**src/rtl/int_alu.sv**
```systemverilog
module int_alu #(
  parameter int W     = 32,
  parameter int IMM_W = 16,
  localparam int SH_W = $clog2(W)
) (
  input  logic [3:0]      op,
  input  logic [W-1:0]    a,
  input  logic [W-1:0]    b,
  input  logic [SH_W-1:0] shamt,
  input  logic            b_imm,
  output logic [W-1:0]    result,
  output logic            ovf
);
  localparam logic [3:0] OP_AND  = 4'd0;
  localparam logic [3:0] OP_OR   = 4'd1;
  localparam logic [3:0] OP_NOR  = 4'd2;
  localparam logic [3:0] OP_SLL  = 4'd3;
  localparam logic [3:0] OP_SRL  = 4'd4;
  localparam logic [3:0] OP_SRA  = 4'd5;
  localparam logic [3:0] OP_ADD  = 4'd6;
  localparam logic [3:0] OP_ADDU = 4'd7;
  localparam logic [3:0] OP_SUB  = 4'd8;
  localparam logic [3:0] OP_SUBU = 4'd9;
  localparam logic [3:0] OP_SLT  = 4'd10;
  localparam logic [3:0] OP_SLTU = 4'd11;
  localparam logic [3:0] OP_UPI  = 4'd12;

  logic [W-1:0] bx, sum, diff;
  logic         add_ovf, sub_ovf, lt_s, lt_u;

  assign bx   = b_imm ? {{(W-IMM_W){b[IMM_W-1]}}, b[IMM_W-1:0]} : b;
  assign sum  = a + bx;
  assign diff = a - bx;

  assign add_ovf = (a[W-1] ~^ bx[W-1]) & (sum[W-1] ^ a[W-1]);
  assign sub_ovf = (a[W-1] ^ bx[W-1]) & (diff[W-1] ^ a[W-1]);
  assign lt_u    = a < bx;
  assign lt_s    = (a[W-1] ^ bx[W-1]) ? a[W-1] : diff[W-1];

  always_comb begin
    result = '0;
    ovf    = 1'b0;
    case (op)
      OP_AND:  result = a & bx;
      OP_OR:   result = a | bx;
      OP_NOR:  result = ~(a | bx);
      OP_SLL:  result = a << shamt;
      OP_SRL:  result = a >> shamt;
      OP_SRA:  result = $unsigned($signed(a) >>> shamt);
      OP_ADD:  begin result = sum;  ovf = add_ovf; end
      OP_ADDU: result = sum;
      OP_SUB:  begin result = diff; ovf = sub_ovf; end
      OP_SUBU: result = diff;
      OP_SLT:  result = {{(W-1){1'b0}}, lt_s};
      OP_SLTU: result = {{(W-1){1'b0}}, lt_u};
      OP_UPI:  result = {b[IMM_W-1:0], {(W-IMM_W){1'b0}}};
      default: result = '0;
    endcase
  end

  always_comb begin

    flag_scope_chk: assert (!ovf || op == OP_ADD || op == OP_SUB)
      else $error("ovf raised for op %0d", op);

    wrap_no_flag_chk: assert (!((op == OP_ADDU || op == OP_SUBU) && ovf))
      else $error("wrapping op raised ovf");

    add_ovf_chk: assert (!(op == OP_ADD && a[W-1] == bx[W-1] && result[W-1] != a[W-1]) || ovf)
      else $error("checked add missed overflow");

    slt_width_chk: assert (!(op == OP_SLT || op == OP_SLTU) || result[W-1:1] == '0)
      else $error("compare result wider than one bit");

    upi_low_chk: assert (op != OP_UPI || result[W-IMM_W-1:0] == '0)
      else $error("upper-immediate low bits not clear");

    unused_op_chk: assert (op <= OP_UPI || (result == '0 && !ovf))
      else $error("unused op produced output");
  end
endmodule

```
**config.mk**
```make
export PLATFORM = sky130hd
export DESIGN_NAME = int_alu
export DESIGN_NICKNAME = d
export VERILOG_FILES = /design/src/rtl/int_alu.sv
export SDC_FILE = /design/constraint.sdc
export NUM_CORES = 1
export LEC_CHECK = 0
export BUFFER_PORTS_ARGS = -buffer_cell sky130_fd_sc_hd__buf_2
export CAP_MARGIN = 15
export CORE_MARGIN = 1.5
export CORE_UTILIZATION = 40
export DETAILED_ROUTE_END_ITERATION = 16
export PLACE_DENSITY_LB_ADDON = 0.05
export SLEW_MARGIN = 20
export SYNTH_ARGS = -nofsm -noshare
export SYNTH_HDL_FRONTEND = slang
export SYNTH_SLANG_ARGS = --single-unit
```
**constraint.sdc**
```tcl
create_clock -name vclk -period 4.4
set_clock_uncertainty 0.15 [all_clocks]
set_input_delay 0 -clock vclk [all_inputs]
set_output_delay 0 -clock vclk [all_outputs]
set_load 0.01 [all_outputs]
```
==> impl_metrics.yaml, run 1 <==
layout:
  final_common_cell: "nor2_1"
  num-nets-final: 1591
  num_antenna_cells: 0
  n_clock_buffer: 0
  multi_input_comb_area_mm2: 0.008235
  area_delta_synth_final_pct: 12.58
  seq_cell_count: 0
  ff_latch_area_um2: 0
  finish.utilization_pct: 46.18
  num-fill-cells: 2365
  final_cell_area_mm2: 0.01011
  drive_gt1_share_pct: 19.24
  layout_common_cells: "nor2_1, a21oi_1, buf_2, nand2_1, o21ai_0"
  fin_cells: 1694
power_and_ir_drop:
  comb_power_share_pct: 100.0
  switchingPower_uw: 929.2
  power_density_mw_per_mm2: 145.5
  ir_drop_uv: 53.67
  clkPwrFrac_pct: 0
  p_leak_uw: 0.004454
  swShare_pct: 63.18
  pwr-share-seq_pct: 0
  power.internal_uw: 541.4
placement:
  dpl.hpwl_um: 36310
  placed_cell_area_mm2: 0.01007
  dp_cells: 1694
  globalplace.congestion: 0.9995
  io_buffers: 107
grt:
  grt_use_total_pct: 37.31
  grt_pass1_vias: 10370
  grt_max_degree: 77
  gr-total-overflow: 0
  grt_pass1_wl_um: 67090
  antenna_found_initial: 1
routing:
  first_pass_iters: 6
  drc: 0
  via_count: 11460
  routed_wl_um: 45330
  drt_iter0_drc: 1376
  wire_per_inst_um: 26.76
  vias_per_cell: 6.766
  ant_nets: 0
floorplan:
  die_w_um: 152.8
  io_pins: 107
  die_h_um: 152.8
  floorplan.die_area_mm2: 0.02335
  rows: 54
  floorplan.initialDensity_pct: 41.02
  coreArea_mm2: 0.02189
sta:
  period_share_pct: 92.54
  relSlewSlack_pct: 44.04
  hold_viol: 0
  finalSetupViolCount: 0
  slew_viol_final: 0
  timing.fmax_mhz: 245.6
  worstMarginPinSlew_ns: 0.8344
  rsz0062_at_grt: "false"
  min_period_ns: 4.072
  whs_ns: 0.3922
worst_setup_path:
  end_kind: "primary output"
  worstPathRequired_ns: 4.25
  cp-start-kind: "input pin"
  crit_family: "compound AO/OA/AOI/OAI gates"
  cp_cell_sequence: "buf_2 -> inv_1 -> ha_1 -> nor2_1 -> o311ai_0 -> buf_4 -> a31oi_2 -> a311oi_2 -> a21oi_1 -> o21ai_0 -> buf_4 -> a21oi_2 -> nor2_1 -> o41ai_2 -> fa_1 -> or3_1 -> o311a_1 -> a21oi_1 -> buf_2"
  path_class: "in2out"
  cp_slowest_cell: "o311ai_0"
  crit_buf_inv: 5
  worstPathMaxFanout: 4
  cp.arrival_ns: 3.92
  critPathMaxStageDelay_ns: 0.52
flow_run:
  maxCapViolations: 0
synth:
  synth_area_mm2: 0.008979
  synth.distinct_cells: 83
  avgSynthCellArea_um2: 6.721
  yosys_warnings: 0
  syn_nets: 1511
  yosysSeqAreaShare_pct: 0
  synthCells: 1336
run_status:
  outcome: "complete, no violations"
clock_network:
  post_cts_buffers: 0
  cts.hold.buffers_added: 0
worst_hold_path:
  hold_class: "in2out"
-- cell usage after synthesis, types with 24 or more instances --
cell type / n / share of area, %
ha_1: 98 / 14
a221oi_1: 30 / 2.9
nor2_1: 172 / 7.2
o21ai_0: 100 / 5.6
nand2_1: 104 / 4.3
mux4_2: 39 / 9.8
clkbuf_1: 73 / 3.1
mux2i_1: 45 / 5.0
inv_1: 99 / 4.1
a21oi_1: 128 / 7.1
nand3_1: 29 / 1.6
a211oi_1: 29 / 2.4
nor3_1: 24 / 1.3
-- area by class of cell --
cell class | instances | share of cell area (%)
inverter | 101 | 3.750
timing repair buffer | 184 | 11.31
multi-input combinational | 1129 | 81.47
tap | 280 | 3.466
-- per-stage QoR --
stage	power [µW]	TNS (ns)	worst slack (ns)
2_1_floorplan	888.3	0	0.2613
3_3_place_gp	1420	-0.1498	-0.09566
3_5_place_dp	1416	-0.2209	-0.1383
4_1_cts	1425	0	0.1256
5_1_grt	1573	0	0.03345
6_report	1471	0	0.3283
-- timing repair --
item                       CTS  global route
pin swaps                    0             1
setup endpoints to repair    2             2
resized for setup            2             6
-- kinds of logic after synthesis --
group                    synth area share [%]
buffers and inverters                   9.016
AO/OA/AOI/OAI                           38.06
XOR/XNOR                               0.1951
multiplexers                            16.68
adder cells (fa/ha/maj)                 14.33
AND/OR/NAND/NOR                         21.73
-- power groups by stage --
stage | clock network (µW) | registers [µW] | logic, µW
2_1_floorplan | 0 | 0 | 888
3_3_place_gp | 0 | 0 | 1420
3_5_place_dp | 0 | 0 | 1420
4_1_cts | 0 | 0 | 1430
5_1_grt | 0 | 0 | 1570
6_report | 0 | 0 | 1470
-- path summary, 6_finish.rpt --
check	cells after the start	slack (ns)	to	startpoint
worst max-delay path	19	0.33	ovf	b[1]
worst min-delay path	4	0.39	result[19]	b[3]
-- layer usage --
metal	vias up	track usage, %	share of wire (%)
met5	-	0	0
li1	5171	-	-
met4	0	8.471	2.7
met3	76	3.771	10
met1	5534	57.67	45
met2	681	54.85	42
Power figures use the tool's default switching activity.
==> run 2, diff against run 1 <==
ABC_AREA = 1   (was default)
TNS_END_PERCENT = 1   (was default)
==> run 2 against run 1 <==
Net effect: maximum frequency rose by 14%; combinational power rose by 3%; synthesized cell count rose by 65%; worst setup slack improved by 0.50 ns; design area rose by 11%; hold slack got worse by 0.054 ns; clock-buffer cell count did not move.
==> impl_metrics.yaml, run 2 <==
synth:
  synth_common_cells: "nand2_1, nand3_1, inv_1"
  synth.largest_area_cell: "nand2_1"
  synth_area_mm2: 0.01082
  synthTopCellsByArea: "nand2_1, nand3_1, ha_1"
  synth.distinct_cells: 54
  synthCells: 2200
  avgSynthCellArea_um2: 4.916
  syn_nets: 2375
  synth.most_common_cell: "nand2_1"
  yosys_warnings: 0
  synth.top_cell.area_share_pct: 27.52
  yosysSeqAreaShare_pct: 0
sta:
  period_share_pct: 81.26
  finalSetupViolCount: 0
  rsz0062_at_grt: "false"
  relSlewSlack_pct: 43.30
  fin_setup_tns_ns: 0
  worstMarginPinSlew_ns: 0.8474
  hold_viol: 0
  timing.fmax_mhz: 279.7
  slew_viol_final: 0
  min_period_ns: 3.575
run_status:
  outcome: "complete, no violations"
routing:
  ant_nets: 0
  via_count: 14670
  drt_iter0_drc: 2097
  vias_per_cell: 5.718
  first_pass_iters: 8
  routed_wl_um: 56030
  drc: 0
  wire_per_inst_um: 21.84
power_and_ir_drop:
  power.internal_uw: 433.1
  switchingPower_uw: 1087
  p_leak_uw: 0.006653
  pwr-share-seq_pct: 0
  ir_drop_uv: 65.74
  power_density_mw_per_mm2: 134.9
  fin_total_pwr_uw: 1520
  clkPwrFrac_pct: 0
  swShare_pct: 71.51
  comb_power_share_pct: 100.0
grt:
  grt_pass1_wl_um: 81490
  gr-total-overflow: 0
  grt_pass1_vias: 12880
  grt_max_degree: 67
  grt_use_total_pct: 38.73
  antenna_found_initial: 0
layout:
  area_delta_synth_final_pct: 4.200
  final_common_cell: "nand2_1"
  ff_latch_area_um2: 0
  layout_common_cells: "nand2_1, nand3_1, inv_1, nor2_1, buf_2"
  finish.utilization_pct: 42.17
  num-fill-cells: 3247
  seq_cell_count: 0
  num-nets-final: 2401
  num_antenna_cells: 0
  n_clock_buffer: 0
  multi_input_comb_area_mm2: 0.009004
  drive_gt1_share_pct: 8.453
floorplan:
  coreArea_mm2: 0.02673
  die_w_um: 167.4
  floorplan.initialDensity_pct: 40.47
  rows: 60
  die_h_um: 167.4
  floorplan.die_area_mm2: 0.02803
  io_pins: 107
clock_network:
  cts.hold.buffers_added: 0
  cts_resized: 0
  post_cts_buffers: 0
worst_hold_path:
  min_from: "op[0]"
  min_to: "ovf"
  whs_path_depth: 5
  hold_class: "in2out"
worst_setup_path:
  end_kind: "primary output"
  cp_cell_sequence: "buf_2 -> inv_1 -> a21oi_1 -> ha_1 -> nor2_1 -> inv_1 -> nor2_1 -> a21oi_1 -> o2111ai_1 -> fa_1 -> inv_1 -> o22ai_1 -> nor2_1 -> o2111ai_1 -> a21oi_1 -> nand2_1 -> buf_2"
  cp_slowest_cell: "ha_1"
  path_class: "in2out"
  cp.arrival_ns: 3.43
  cp-start-kind: "input pin"
  worstPathMaxFanout: 16
  critPathMaxStageDelay_ns: 0.49
  worstPathRequired_ns: 4.25
placement:
  io_buffers: 107
  globalplace.congestion: 1.016
  dpl.hpwl_um: 47390
flow_run:
  maxCapViolations: 0
==> run 2: changes by cell type in the layout (fill, tap and decap cells not counted), sizes merged, moves of 25 or more <==
cell | previous run | this run
a211oi | 30 | 1
mux4 | 39 | 0
nand3 | 29 | 429
buf | 184 | 117
o21ai | 110 | 51
a221oi | 30 | 5
a21oi | 128 | 94
inv | 99 | 324
mux2i | 45 | 2
nand2 | 104 | 816
==> run 2: logic make-up (layout without fill, tap and decap cells) <==
family	Yosys count	after routing	synth area share, %
AO/OA/AOI/OAI	197	197	10.76
XOR/XNOR	3	3	0.2430
adder cells (fa/ha/maj)	101	101	11.89
buffers and inverters	419	443	16.75
multiplexers	2	2	0.3008
AND/OR/NAND/NOR	1478	1478	60.05
==> run 2: how the worst max path moves through the flow <==
stage	slack, ns	endpoint	startpoint
after detailed placement	0.87	result[31]	b[15]
after global placement	0.90	result[31]	b_imm
after floorplan	1.60	result[31]	b_imm
final	0.82	result[31]	b_imm
after CTS	0.86	result[31]	b[15]
after global routing	0.49	result[31]	b[15]
==> run 2: worst max-delay path, delay by kind of cell <==
kind	cells	cell delay (ns)
AOI/OAI and AO/OA	6	1.00
adders and majority gates	2	0.96
buffers and inverters	5	0.81
and+or+nand+nor	4	0.64
==> run 2: power by group through the flow <==
stage               clock [µW]  sequential (µW)  combinational, µW
finish                       0                0               1520
global placement             0                0               1480
floorplan                    0                0                993
detailed placement           0                0               1480
CTS                          0                0               1480
global route                 0                0               1650
==> run 2: layout make-up <==
cell class	instances	area share, %
Inverter	326	10.90
Tap cell	341	3.786
Multi-Input combinational cell	1781	79.89
Timing Repair Buffer	117	5.418
==> run 2: per-stage QoR <==
stage                     cells  setup slack [ns]  hold WS, ns  area [µm²]
after floorplan            2200             1.602      0.04970       10820
after global placement     2565            0.8970       0.3400       11270
after detailed placement   2565            0.8745       0.3305       11270
after CTS                  2565            0.8634       0.3344       11270
after global routing       2565            0.4864       0.3642       11270
final                      2565            0.8246       0.3379       11270
==> run 2: metal layers <==
metal	routed length [µm]	GRT usage (%)
met5	0	0
met2	23930	61.16
met4	1957	11.24
met3	5300	3.143
met1	24840	55.81
